File: config.mk
export PLATFORM = sky130hd
export DESIGN_NAME = trap_entry_arb
export DESIGN_NICKNAME = d
export VERILOG_FILES = /design/src/rtl/trap_arb_pkg.sv /design/src/rtl/trap_route.sv /design/src/rtl/trap_status.sv /design/src/rtl/trap_entry_arb.sv
export SDC_FILE = /design/constraint.sdc
export NUM_CORES = 1
export LEC_CHECK = 0
export BUFFER_PORTS_ARGS = -buffer_cell sky130_fd_sc_hd__buf_2
export CAP_MARGIN = 5
export CORE_AREA = 8 8 307 309
export DETAILED_ROUTE_END_ITERATION = 7
export DIE_AREA = 0 0 315 317
export PLACE_DENSITY = 0.42
export SYNTH_ARGS = -nofsm -noshare
export SYNTH_HDL_FRONTEND = slang
export SYNTH_SLANG_ARGS = --single-unit
export TNS_END_PERCENT = 50
File: constraint.sdc
create_clock -name clk -period 2.5 [get_ports clk]
set_input_delay 0.25 -clock clk [delete_from_list [all_inputs] [get_ports clk]]
set_output_delay 0.25 -clock clk [all_outputs]
set_load 0.03 [all_outputs]
File: src/rtl/trap_arb_pkg.sv
package trap_arb_pkg;
  localparam logic [1:0] PRIV_U = 2'b00;
  localparam logic [1:0] PRIV_S = 2'b01;
  localparam logic [1:0] PRIV_M = 2'b11;
  localparam int unsigned NESTED_TRAP_CODE = 16;

  typedef struct packed {
    logic to_s;    // delegation picks supervisor
    logic vs_exc;  // virtual-to-virtual routing
    logic sdbl;    // supervisor nested trap detected
  } route_t;
endpackage

File: src/rtl/trap_route.sv
module trap_route
  import trap_arb_pkg::*;
#(
  parameter int CAUSE_W = 8,
  parameter int DELEG_W = 64
) (
  input  logic               is_async,
  input  logic [CAUSE_W-1:0] cause,
  input  logic [1:0]         priv,
  input  logic               virt,
  input  logic [DELEG_W-1:0] m_exc_deleg,
  input  logic [DELEG_W-1:0] m_irq_deleg,
  input  logic [DELEG_W-1:0] h_exc_deleg,
  input  logic [DELEG_W-1:0] h_irq_deleg,
  input  logic               s_inject,
  input  logic               vs_inject,
  input  logic               sdbl_feature,
  input  logic               m_dbl_en,
  input  logic               h_dbl_en,
  input  logic               sdt,
  input  logic               sdt_hs,
  output route_t             rt
);
  localparam int IDX_W = $clog2(DELEG_W);

  logic             in_range;
  logic [IDX_W-1:0] idx;
  logic             m_bit, h_bit;
  logic             dte_sel, sdt_sel;

  always_comb begin
    in_range = ({1'b0, cause} < (CAUSE_W+1)'(DELEG_W));
    idx      = cause[IDX_W-1:0];
    m_bit    = in_range && (is_async ? m_irq_deleg[idx] : m_exc_deleg[idx]);
    h_bit    = in_range && (is_async ? h_irq_deleg[idx] : h_exc_deleg[idx]);

    rt.to_s   = (priv == PRIV_U || priv == PRIV_S) && in_range &&
                (m_bit || s_inject || vs_inject);
    rt.vs_exc = virt && (h_bit || vs_inject);

    dte_sel = rt.vs_exc ? h_dbl_en : m_dbl_en;
    sdt_sel = (virt && !rt.vs_exc) ? sdt_hs : sdt;
    rt.sdbl = sdbl_feature && (priv == PRIV_S) && rt.to_s && dte_sel && sdt_sel;
  end
endmodule

File: src/rtl/trap_status.sv
module trap_status
  import trap_arb_pkg::*;
#(
  parameter int XLEN    = 64,
  parameter int CAUSE_W = 8
) (
  input  route_t             rt,
  input  logic               is_async,
  input  logic [CAUSE_W-1:0] cause,
  input  logic [1:0]         priv,
  input  logic               mdbl_feature,
  input  logic               nmi_feature,
  input  logic               nmi_enable,
  input  logic               m_dbl_en,
  input  logic               h_dbl_en,
  input  logic               st_sie,
  input  logic               st_spie,
  input  logic               st_spp,
  input  logic               st_sdt,
  input  logic               st_mie,
  input  logic               st_mpie,
  input  logic [1:0]         st_mpp,
  input  logic               st_mdt,
  input  logic [XLEN-1:0]    stvec,
  input  logic [XLEN-1:0]    vstvec,
  input  logic [XLEN-1:0]    mtvec,
  input  logic [XLEN-1:0]    nmi_vec,
  input  logic [XLEN-1:0]    nmi_exc_vec,
  output logic [1:0]         mode,
  output logic               virt_o,
  output logic               sie_o,
  output logic               spie_o,
  output logic               spp_o,
  output logic               sdt_o,
  output logic               mie_o,
  output logic               mpie_o,
  output logic [1:0]         mpp_o,
  output logic               mdt_o,
  output logic [XLEN-1:0]    cause_o,
  output logic [XLEN-1:0]    tval2_o,
  output logic [XLEN-1:0]    pc_o,
  output logic               halt_o,
  output logic               nmi_o
);
  function automatic logic [XLEN-1:0] cause_word(input logic a, input logic [CAUSE_W-1:0] c);
    logic [XLEN-1:0] w;
    w = '0;
    w[CAUSE_W-1:0] = c;
    w[XLEN-1] = a;
    return w;
  endfunction

  function automatic logic [XLEN-1:0] vec_pc(input logic [XLEN-1:0] tvec, input logic a,
                                             input logic [CAUSE_W-1:0] c);
    logic [XLEN-1:0] base, off;
    base = {tvec[XLEN-1:2], 2'b00};
    off  = (a && tvec[1:0] == 2'b01) ? (XLEN'(c) << 2) : '0;
    return base + off;
  endfunction

  logic s_final, m_nested, nmi_exc;

  always_comb begin
    s_final  = rt.to_s && !rt.sdbl;
    m_nested = !s_final && mdbl_feature && st_mdt;
    nmi_exc  = nmi_feature && !nmi_enable && !is_async;

    mode    = PRIV_M;
    virt_o  = 1'b0;
    sie_o   = st_sie;
    spie_o  = st_spie;
    spp_o   = st_spp;
    sdt_o   = st_sdt;
    mie_o   = st_mie;
    mpie_o  = st_mpie;
    mpp_o   = st_mpp;
    mdt_o   = st_mdt;
    cause_o = cause_word(is_async, cause);
    tval2_o = '0;
    pc_o    = '0;
    halt_o  = 1'b0;
    nmi_o   = 1'b0;

    if (s_final) begin
      mode   = PRIV_S;
      virt_o = rt.vs_exc;
      spie_o = st_sie;
      spp_o  = priv[0];
      sie_o  = 1'b0;
      if (rt.vs_exc ? h_dbl_en : m_dbl_en) sdt_o = 1'b1;
      pc_o   = vec_pc(rt.vs_exc ? vstvec : stvec, is_async, cause);
    end else if (m_nested) begin
      if (!nmi_feature || nmi_exc) begin
        halt_o = 1'b1;
      end else begin
        nmi_o   = 1'b1;
        cause_o = cause_word(1'b0, cause);
        pc_o    = nmi_vec;
      end
    end else begin
      mpie_o = st_mie;
      mpp_o  = priv;
      mie_o  = 1'b0;
      if (mdbl_feature) mdt_o = 1'b1;
      if (rt.sdbl) begin
        tval2_o = cause_word(is_async, cause);
        cause_o = XLEN'(NESTED_TRAP_CODE);
      end
      pc_o = nmi_exc ? nmi_exc_vec : vec_pc(mtvec, is_async, cause);
    end
  end
endmodule

File: src/rtl/trap_entry_arb.sv
module trap_entry_arb
  import trap_arb_pkg::*;
#(
  parameter int XLEN    = 64,
  parameter int CAUSE_W = 8,
  parameter int DELEG_W = 64
) (
  input  logic               clk,
  input  logic               rst_n,
  input  logic               trap_valid,
  input  logic               trap_async,
  input  logic [CAUSE_W-1:0] trap_cause,
  input  logic [1:0]         cur_priv,
  input  logic               cur_virt,
  input  logic [DELEG_W-1:0] m_exc_deleg,
  input  logic [DELEG_W-1:0] m_irq_deleg,
  input  logic [DELEG_W-1:0] h_exc_deleg,
  input  logic [DELEG_W-1:0] h_irq_deleg,
  input  logic               s_inject,
  input  logic               vs_inject,
  input  logic               sdbl_feature,
  input  logic               mdbl_feature,
  input  logic               nmi_feature,
  input  logic               nmi_enable,
  input  logic               m_dbl_en,
  input  logic               h_dbl_en,
  input  logic               st_sie,
  input  logic               st_spie,
  input  logic               st_spp,
  input  logic               st_sdt,
  input  logic               st_sdt_hs,
  input  logic               st_mie,
  input  logic               st_mpie,
  input  logic [1:0]         st_mpp,
  input  logic               st_mdt,
  input  logic [XLEN-1:0]    stvec,
  input  logic [XLEN-1:0]    vstvec,
  input  logic [XLEN-1:0]    mtvec,
  input  logic [XLEN-1:0]    nmi_vec,
  input  logic [XLEN-1:0]    nmi_exc_vec,
  output logic               out_valid,
  output logic [1:0]         tgt_mode,
  output logic               tgt_virt,
  output logic               nx_sie,
  output logic               nx_spie,
  output logic               nx_spp,
  output logic               nx_sdt,
  output logic               nx_mie,
  output logic               nx_mpie,
  output logic [1:0]         nx_mpp,
  output logic               nx_mdt,
  output logic [XLEN-1:0]    cause_out,
  output logic [XLEN-1:0]    tval2_out,
  output logic [XLEN-1:0]    pc_out,
  output logic               halt_out,
  output logic               nmi_out
);
  route_t          rt;
  logic [1:0]      c_mode, c_mpp;
  logic            c_virt, c_sie, c_spie, c_spp, c_sdt, c_mie, c_mpie, c_mdt;
  logic            c_halt, c_nmi;
  logic [XLEN-1:0] c_cause, c_tval2, c_pc;
  logic            sdbl_q;  // registered nested-trap event for the checker

  trap_route #(.CAUSE_W(CAUSE_W), .DELEG_W(DELEG_W)) u_route (
    .is_async(trap_async), .cause(trap_cause), .priv(cur_priv), .virt(cur_virt),
    .m_exc_deleg(m_exc_deleg), .m_irq_deleg(m_irq_deleg),
    .h_exc_deleg(h_exc_deleg), .h_irq_deleg(h_irq_deleg),
    .s_inject(s_inject), .vs_inject(vs_inject), .sdbl_feature(sdbl_feature),
    .m_dbl_en(m_dbl_en), .h_dbl_en(h_dbl_en), .sdt(st_sdt), .sdt_hs(st_sdt_hs),
    .rt(rt)
  );

  trap_status #(.XLEN(XLEN), .CAUSE_W(CAUSE_W)) u_status (
    .rt(rt), .is_async(trap_async), .cause(trap_cause), .priv(cur_priv),
    .mdbl_feature(mdbl_feature), .nmi_feature(nmi_feature), .nmi_enable(nmi_enable),
    .m_dbl_en(m_dbl_en), .h_dbl_en(h_dbl_en),
    .st_sie(st_sie), .st_spie(st_spie), .st_spp(st_spp), .st_sdt(st_sdt),
    .st_mie(st_mie), .st_mpie(st_mpie), .st_mpp(st_mpp), .st_mdt(st_mdt),
    .stvec(stvec), .vstvec(vstvec), .mtvec(mtvec),
    .nmi_vec(nmi_vec), .nmi_exc_vec(nmi_exc_vec),
    .mode(c_mode), .virt_o(c_virt), .sie_o(c_sie), .spie_o(c_spie), .spp_o(c_spp),
    .sdt_o(c_sdt), .mie_o(c_mie), .mpie_o(c_mpie), .mpp_o(c_mpp), .mdt_o(c_mdt),
    .cause_o(c_cause), .tval2_o(c_tval2), .pc_o(c_pc), .halt_o(c_halt), .nmi_o(c_nmi)
  );

  always_ff @(posedge clk or negedge rst_n) begin
    if (!rst_n) begin
      out_valid <= 1'b0;
      tgt_mode  <= PRIV_M;
      tgt_virt  <= 1'b0;
      nx_sie    <= 1'b0;
      nx_spie   <= 1'b0;
      nx_spp    <= 1'b0;
      nx_sdt    <= 1'b0;
      nx_mie    <= 1'b0;
      nx_mpie   <= 1'b0;
      nx_mpp    <= 2'b00;
      nx_mdt    <= 1'b0;
      cause_out <= '0;
      tval2_out <= '0;
      pc_out    <= '0;
      halt_out  <= 1'b0;
      nmi_out   <= 1'b0;
      sdbl_q    <= 1'b0;
    end else begin
      out_valid <= trap_valid;
      if (trap_valid) begin
        tgt_mode  <= c_mode;
        tgt_virt  <= c_virt;
        nx_sie    <= c_sie;
        nx_spie   <= c_spie;
        nx_spp    <= c_spp;
        nx_sdt    <= c_sdt;
        nx_mie    <= c_mie;
        nx_mpie   <= c_mpie;
        nx_mpp    <= c_mpp;
        nx_mdt    <= c_mdt;
        cause_out <= c_cause;
        tval2_out <= c_tval2;
        pc_out    <= c_pc;
        halt_out  <= c_halt;
        nmi_out   <= c_nmi;
        sdbl_q    <= rt.sdbl;
      end
    end
  end
endmodule

### Word level (Yosys, flattened, before mapping)

Cells that the tools add are included.
W data, S select, Z words.

* flip-flop bits (word level): 207
* input port bits: 609
* output and inout port bits: 207
* word-level logic and storage cells: 100

* add/subtract/negate cells: 2
* order comparisons: 2
* equality and inequality tests: 3
* multiplexer cells: 48
* reduce and logical (&&, ||, !) cells: 29

Operators with widths (number)
* $mux W64: 12
* $add A64 B64 Y64: 2
* $mux W1: 27
* $bmux W1 S6: 4
* $mux W10: 2
* $logic_and A1 B1 Y1: 17
* $lt A8 B7 Y1 const B: 1
* $lt A6 B7 Y1 const B: 1
* $eq A2 B1 Y1 const B: 3
* $logic_not A1 Y1: 6
* $mux W2: 3
* $logic_or A1 B1 Y1: 5
* $logic_not A2 Y1: 1

### Longest topological paths before layout

* depth after elaboration: 17
* depth in mapped cells: 26
* gate-level depth less buffers: 21

### Modules after synthesis

A second synthesis with hierarchy kept.

* cells, all modules: 1653
* area total of the unflattened synthesis: 17459.2 µm²

Modules (own cells, without submodules)
* trap_entry_arb: instances 1, cells each 436, area an instance 8249.2 µm², seq. area each 5182.5 µm²
* trap_status: instances 1, cells each 1019, area an instance 6777.8 µm², seq. area each 0.0 µm²
* trap_route: instances 1, cells each 198, area an instance 2432.3 µm², seq. area each 0.0 µm²

### Worst setup path before layout

Ideal clock, no wire load.

* path kind: input port to flip-flop
* from: in trap_cause[0]
* to: reg pc_out[61]
* setup time: 0.119 ns
* arrival: 5.548 ns
* data required time: 2.381 ns
* setup slack: -3.167 ns
* stages: 23
* buffers on the path: 5
* path through: buf_6 > buf_4 > mux2_1 > a211oi_1 > o311ai_0 > a32o_1 > o2111a_1 > o21ai_1 > buf_4 > buf_2 > buf_2 > mux2_2 > ha_1 > a21o_1 > a21oi_1 > o21a_1 > or4_1 > or4_1 > nor4_1 > xnor2_1 > nand2_1 > a311o_1 > o21a_1

* cells in the longest elaborated chain, start to end: 17
* elaborated cells between the ends (all ways): 41
* classes of those cells: add/sub: 2; order compare: 1; eq/ne: 1; mux: 18; reduce/logical: 19

Ends and longest elaborated chain
* from (decl): line trap_entry_arb.sv:12 `input logic [CAUSE_W-1:0] trap_cause,`
* parallel branches: the longest is 16 deep, another holds $add A64 B64 Y64
* $mux W64 (*): line trap_status.sv:84 `if (s_final) begin`
* to (signal assigned): line trap_entry_arb.sv:121 `pc_out <= c_pc;`
* to (decl): line trap_entry_arb.sv:54 `output logic [XLEN-1:0] pc_out,`

Every way passes the cells marked *. The select of a mux whose other input is x is not followed.
A chain may end at the register's enable or synchronous reset.

### Final worst setup path

* from: in trap_cause[2]
* to: reg pc_out[61]

The elaborated chain is that of the path after synthesis.

==> flow_metrics.py <==
metrics = {
    "run_status": {
        "run_status": "finished, violations left",
        "violations": "negative setup slack",
    },
    "setup_path": {
        "critPathKind": "in -> reg",
        "cp_cell_sequence": "buf_12 > buf_12 > mux2_4 > and3_4 > or3_4 > a32o_2 > o2111ai_4 > a21oi_4 > nand3b_1 > o21ai_4 > and3_4 > ha_4 > a21o_1 > a21oi_2 > o21a_2 > or4_4 > or4_4 > nor4_4 > xnor2_1 > nand2_1 > a311o_1 > o21a_1",
        "slowest_delay_ns": 0.63,
        "slowest_stage": "or4_4",
        "arrival_ns": 5.04,
        "cp.required_ns": 2.79,
        "worstPathMaxFanout": 8,
        "cp-start-kind": "primary input",
        "end_kind": "flop",
    },
    "routing": {
        "wl_per_cell_um": 26.0,
        "via_per_inst": 4.41,
        "drt_wl_total_mm": 101,
        "drt-initial-drc-count": 894,
        "vias": 17100,
        "drt_first_pass_iters": 7,
        "drc": 0,
        "final_antenna_net_count": 0,
    },
    "grt": {
        "track_usage_pct": 19.0,
        "grt_antenna_before_repair": 29,
        "grt_overflow": 0,
        "grt_pass1_vias": 18300,
        "grt_max_degree": 74,
        "grt_first_pass_wirelength_mm": 136,
    },
    "min_path": {
        "hold_path.class": "in -> reg",
    },
    "logic_synthesis": {
        "synth_area_sq_um": 13000,
        "synthArstFlopShare_pct": 100,
        "postSynthCellCount": 1605,
        "synth-edff-count": 0,
        "synth-seq-area-share_pct": 18.4,
        "syn_avg_cell_area_sq_um": 8.13,
        "ys_warn_count": 0,
        "yosys.cell_types.count": 76,
        "synth-seq-cells": 96,
        "synthFlopType": "dfrtp_1",
    },
    "layout": {
        "area_delta_synth_final_pct": 74.4,
        "drive_above_1_share_pct": 54.9,
        "final_cell_area_sq_um": 22800,
        "utilization_pct": 25.5,
        "finalNetCount": 3312,
    },
    "floorplanning": {
        "pin_count": 816,
        "die_h_um": 317,
        "die_x_um": 315,
        "die_area_sq_um": 99900,
        "num_rows": 110,
        "initial_core_util_pct": 14.6,
        "core_region_area_sq_um": 89300,
    },
    "sta": {
        "rsz0062_at_grt": "true",
        "maxSlewViolCount": 0,
        "finalWorstPathRequiredPeriod_ns": 4.74,
        "setup_ws_ns": -2.24,
        "clock_skew_ns": 0,
        "fin_crit_sh_pct": 190,
        "slew_headroom_pct": 35.7,
        "tightest_slew_ns": 0.962,
        "hold_viol": 0,
        "setup_viol": 91,
        "clock.fmax_mhz": 211,
    },
    "clock_network": {
        "htreeDepth": 3,
        "clk_pin_slew_ns": 0.09,
        "cts_root_buf": "clkbuf_16",
        "cts.sinks": 96,
        "cts_tree": "built",
        "numCtsBuffers": 9,
        "clockBufferDepth": 2,
        "clock_latency_ns": 0.39,
    },
    "power_and_ir_drop": {
        "seq_power_share_pct": 24.6,
        "p_clk_share_pct": 21.7,
        "p_int_mw": 4.24,
        "peakVddDrop_mv": 0.300,
        "p_per_area_nw_per_um2": 332,
        "p_sw_mw": 3.32,
        "combPwrFrac_pct": 53.8,
        "swShare_pct": 43.9,
        "p_leak_nw": 10.4,
    },
    "place": {
        "place_area_sq_um": 21000,
        "dp.final_hpwl_mm": 88.6,
        "globalplace.congestion": 0.907,
        "port_buffers": 704,
    },
    "run": {
        "cap_viol_max_count": 0,
    },
}
[cell usage after synthesis, types with 10 or more instances]
cell,number,area [sq um]
a2111o_1,11,124
a2111oi_0,10,87.6
a211oi_1,25,188
a21oi_1,93,465
a22oi_1,14,105
a31oi_1,14,87.6
and2_1,21,131
and3_1,46,288
and4_1,13,114
buf_2,24,120
buf_4,121,908
clkbuf_1,62,233
dfrtp_1,95,2380
ha_1,16,200
inv_1,31,116
mux2_2,23,259
mux2i_1,54,541
mux4_2,64,1440
nand2_1,160,601
nand3_1,74,370
nand4_1,40,250
nor2_1,96,360
nor2b_1,16,100
nor3_1,44,220
nor4_1,18,113
o21ai_0,93,465
o221a_2,11,124
o22ai_1,13,81.3
o2bb2ai_1,17,149
xnor2_1,83,727
xor2_1,60,526
[power groups by stage]
stage / Combinational, mW / Clock (mW) / Sequential, mW
global route: 4.33 / 1.77 / 1.88
detailed placement: 3.89 / 0 / 1.89
CTS: 4.04 / 1.73 / 1.86
finish: 4.06 / 1.64 / 1.86
global placement: 3.88 / 0 / 1.89
floorplan: 1.55 / 0 / 2.20
[through the flow]
| stage | cells | setup slack, ns | hold slack (ns) | TNS (ns) | power (mW) |
|---|---|---|---|---|---|
| floorplan | 1714 | -2.52 | -0.0456 | -139.78 | 3.75 |
| global placement | 3830 | -3.06 | 0.195 | -214.57 | 5.77 |
| detailed placement | 3830 | -3.12 | 0.197 | -217.12 | 5.78 |
| CTS | 3860 | -2.26 | 0.0553 | -156.98 | 7.63 |
| global route | 3872 | -2.38 | 0.0783 | -153.72 | 7.99 |
| finish | 3875 | -2.24 | 0.0880 | -138.21 | 7.56 |
[per-layer routing]
metal | share of wire, % | up-vias | global-route usage, %
met2 | 56 | 672 | 38.5
li1 | - | 7962 | -
met4 | 1.8 | 8 | 3.76
met3 | 6.0 | 93 | 4.17
met5 | 0.034 | - | 0
met1 | 36 | 8352 | 19.8
[kinds of logic (layout without fill, tap and decap cells)]
family / Yosys count / in the layout / share of synthesized area [%]
fa+ha+maj: 18 / 18 / 1.84
buf+inv: 251 / 1227 / 11.1
simple gates: 564 / 564 / 21.4
compound gates: 387 / 387 / 20.2
flops: 96 / 96 / 18.4
other cells: 2 / 120 / 0.0576
mux: 144 / 144 / 17.4
xor+xnor: 143 / 143 / 9.60
[layout make-up]
| cell class | instances | area (sq um) |
|---|---|---|
| fillers | 9965 | 66600 |
| multi-input cells | 1367 | 10900 |
| repair buffers | 1177 | 7550 |
| flip-flops and latches | 96 | 2400 |
| well taps | 1176 | 1470 |
| clock buffers | 10 | 239 |
| inverters | 34 | 130 |
| clock inverters | 6 | 80.1 |
| diodes | 9 | 22.5 |
[critical path, delay by kind of cell]
kind | cells | cell delay (ns)
multiplexers | 1 | 0.30
XOR/XNOR | 1 | 0.14
AND/OR/NAND/NOR | 8 | 2.20
AO/OA/AOI/OAI | 9 | 1.61
buffers and inverters | 2 | 0.26
adder cells (fa/ha/maj) | 1 | 0.25
[flip-flops by register name, summed over array words and instances, names as in the netlist]
register	flops
pc_out	64
out_valid	1
nx_sie	1
nmi_out	1
tgt_mode	1
tval2_out	9
nx_mdt	1
nx_spie	1
nx_mpie	1
nx_mie	1
nx_mpp	2
nx_spp	1
tgt_virt	1
cause_out	9
nx_sdt	1
halt_out	1
[cells in the final DEF, fill, tap and decap left out, types with 20 or more instances in the layout]
cell type | synthesis | final
and2_1 | 21 | 20
a21oi_1 | 93 | 78
conb_1 | 2 | 111
nand2_1 | 160 | 154
buf_12 | 0 | 21
nor2_1 | 96 | 85
inv_1 | 31 | 31
xor2_1 | 60 | 48
buf_6 | 3 | 34
o21ai_1 | 5 | 24
and3_1 | 46 | 35
buf_4 | 121 | 416
nand4_1 | 40 | 40
mux2i_1 | 54 | 45
o21ai_0 | 93 | 59
buf_2 | 24 | 700
nand3_1 | 74 | 68
dfrtp_1 | 95 | 95
xnor2_1 | 83 | 73
nor3_1 | 44 | 29
mux4_2 | 64 | 64
[worst paths after layout]
| path | from | end | slack [ns] | cells after the start |
|---|---|---|---|---|
| setup / recovery | trap_cause[2] | pc_out[61] | -2.24 | 22 |
| hold / removal | nmi_exc_vec[1] | pc_out[1] | 0.09 | 2 |
| setup reg to reg | pc_out[40] | pc_out[40] | 1.42 | 3 |
| hold reg to reg | tval2_out[63] | tval2_out[63] | 0.48 | 1 |
| max in group asynchronous | rst_n | nx_sdt | 1.45 | 3 |
| min in group asynchronous | rst_n | tval2_out[6] | 0.33 | 2 |
[timing repair]
action                                  CTS  global route
gates cloned                              1             0
pin swaps                                63            61
endpoints found under the setup margin   91            91
gates resized for setup                 141           128
setup buffers                            26             8
hold buffers                              1             0
endpoints found under the hold margin    31             0
Power figures use the tool's default switching activity.
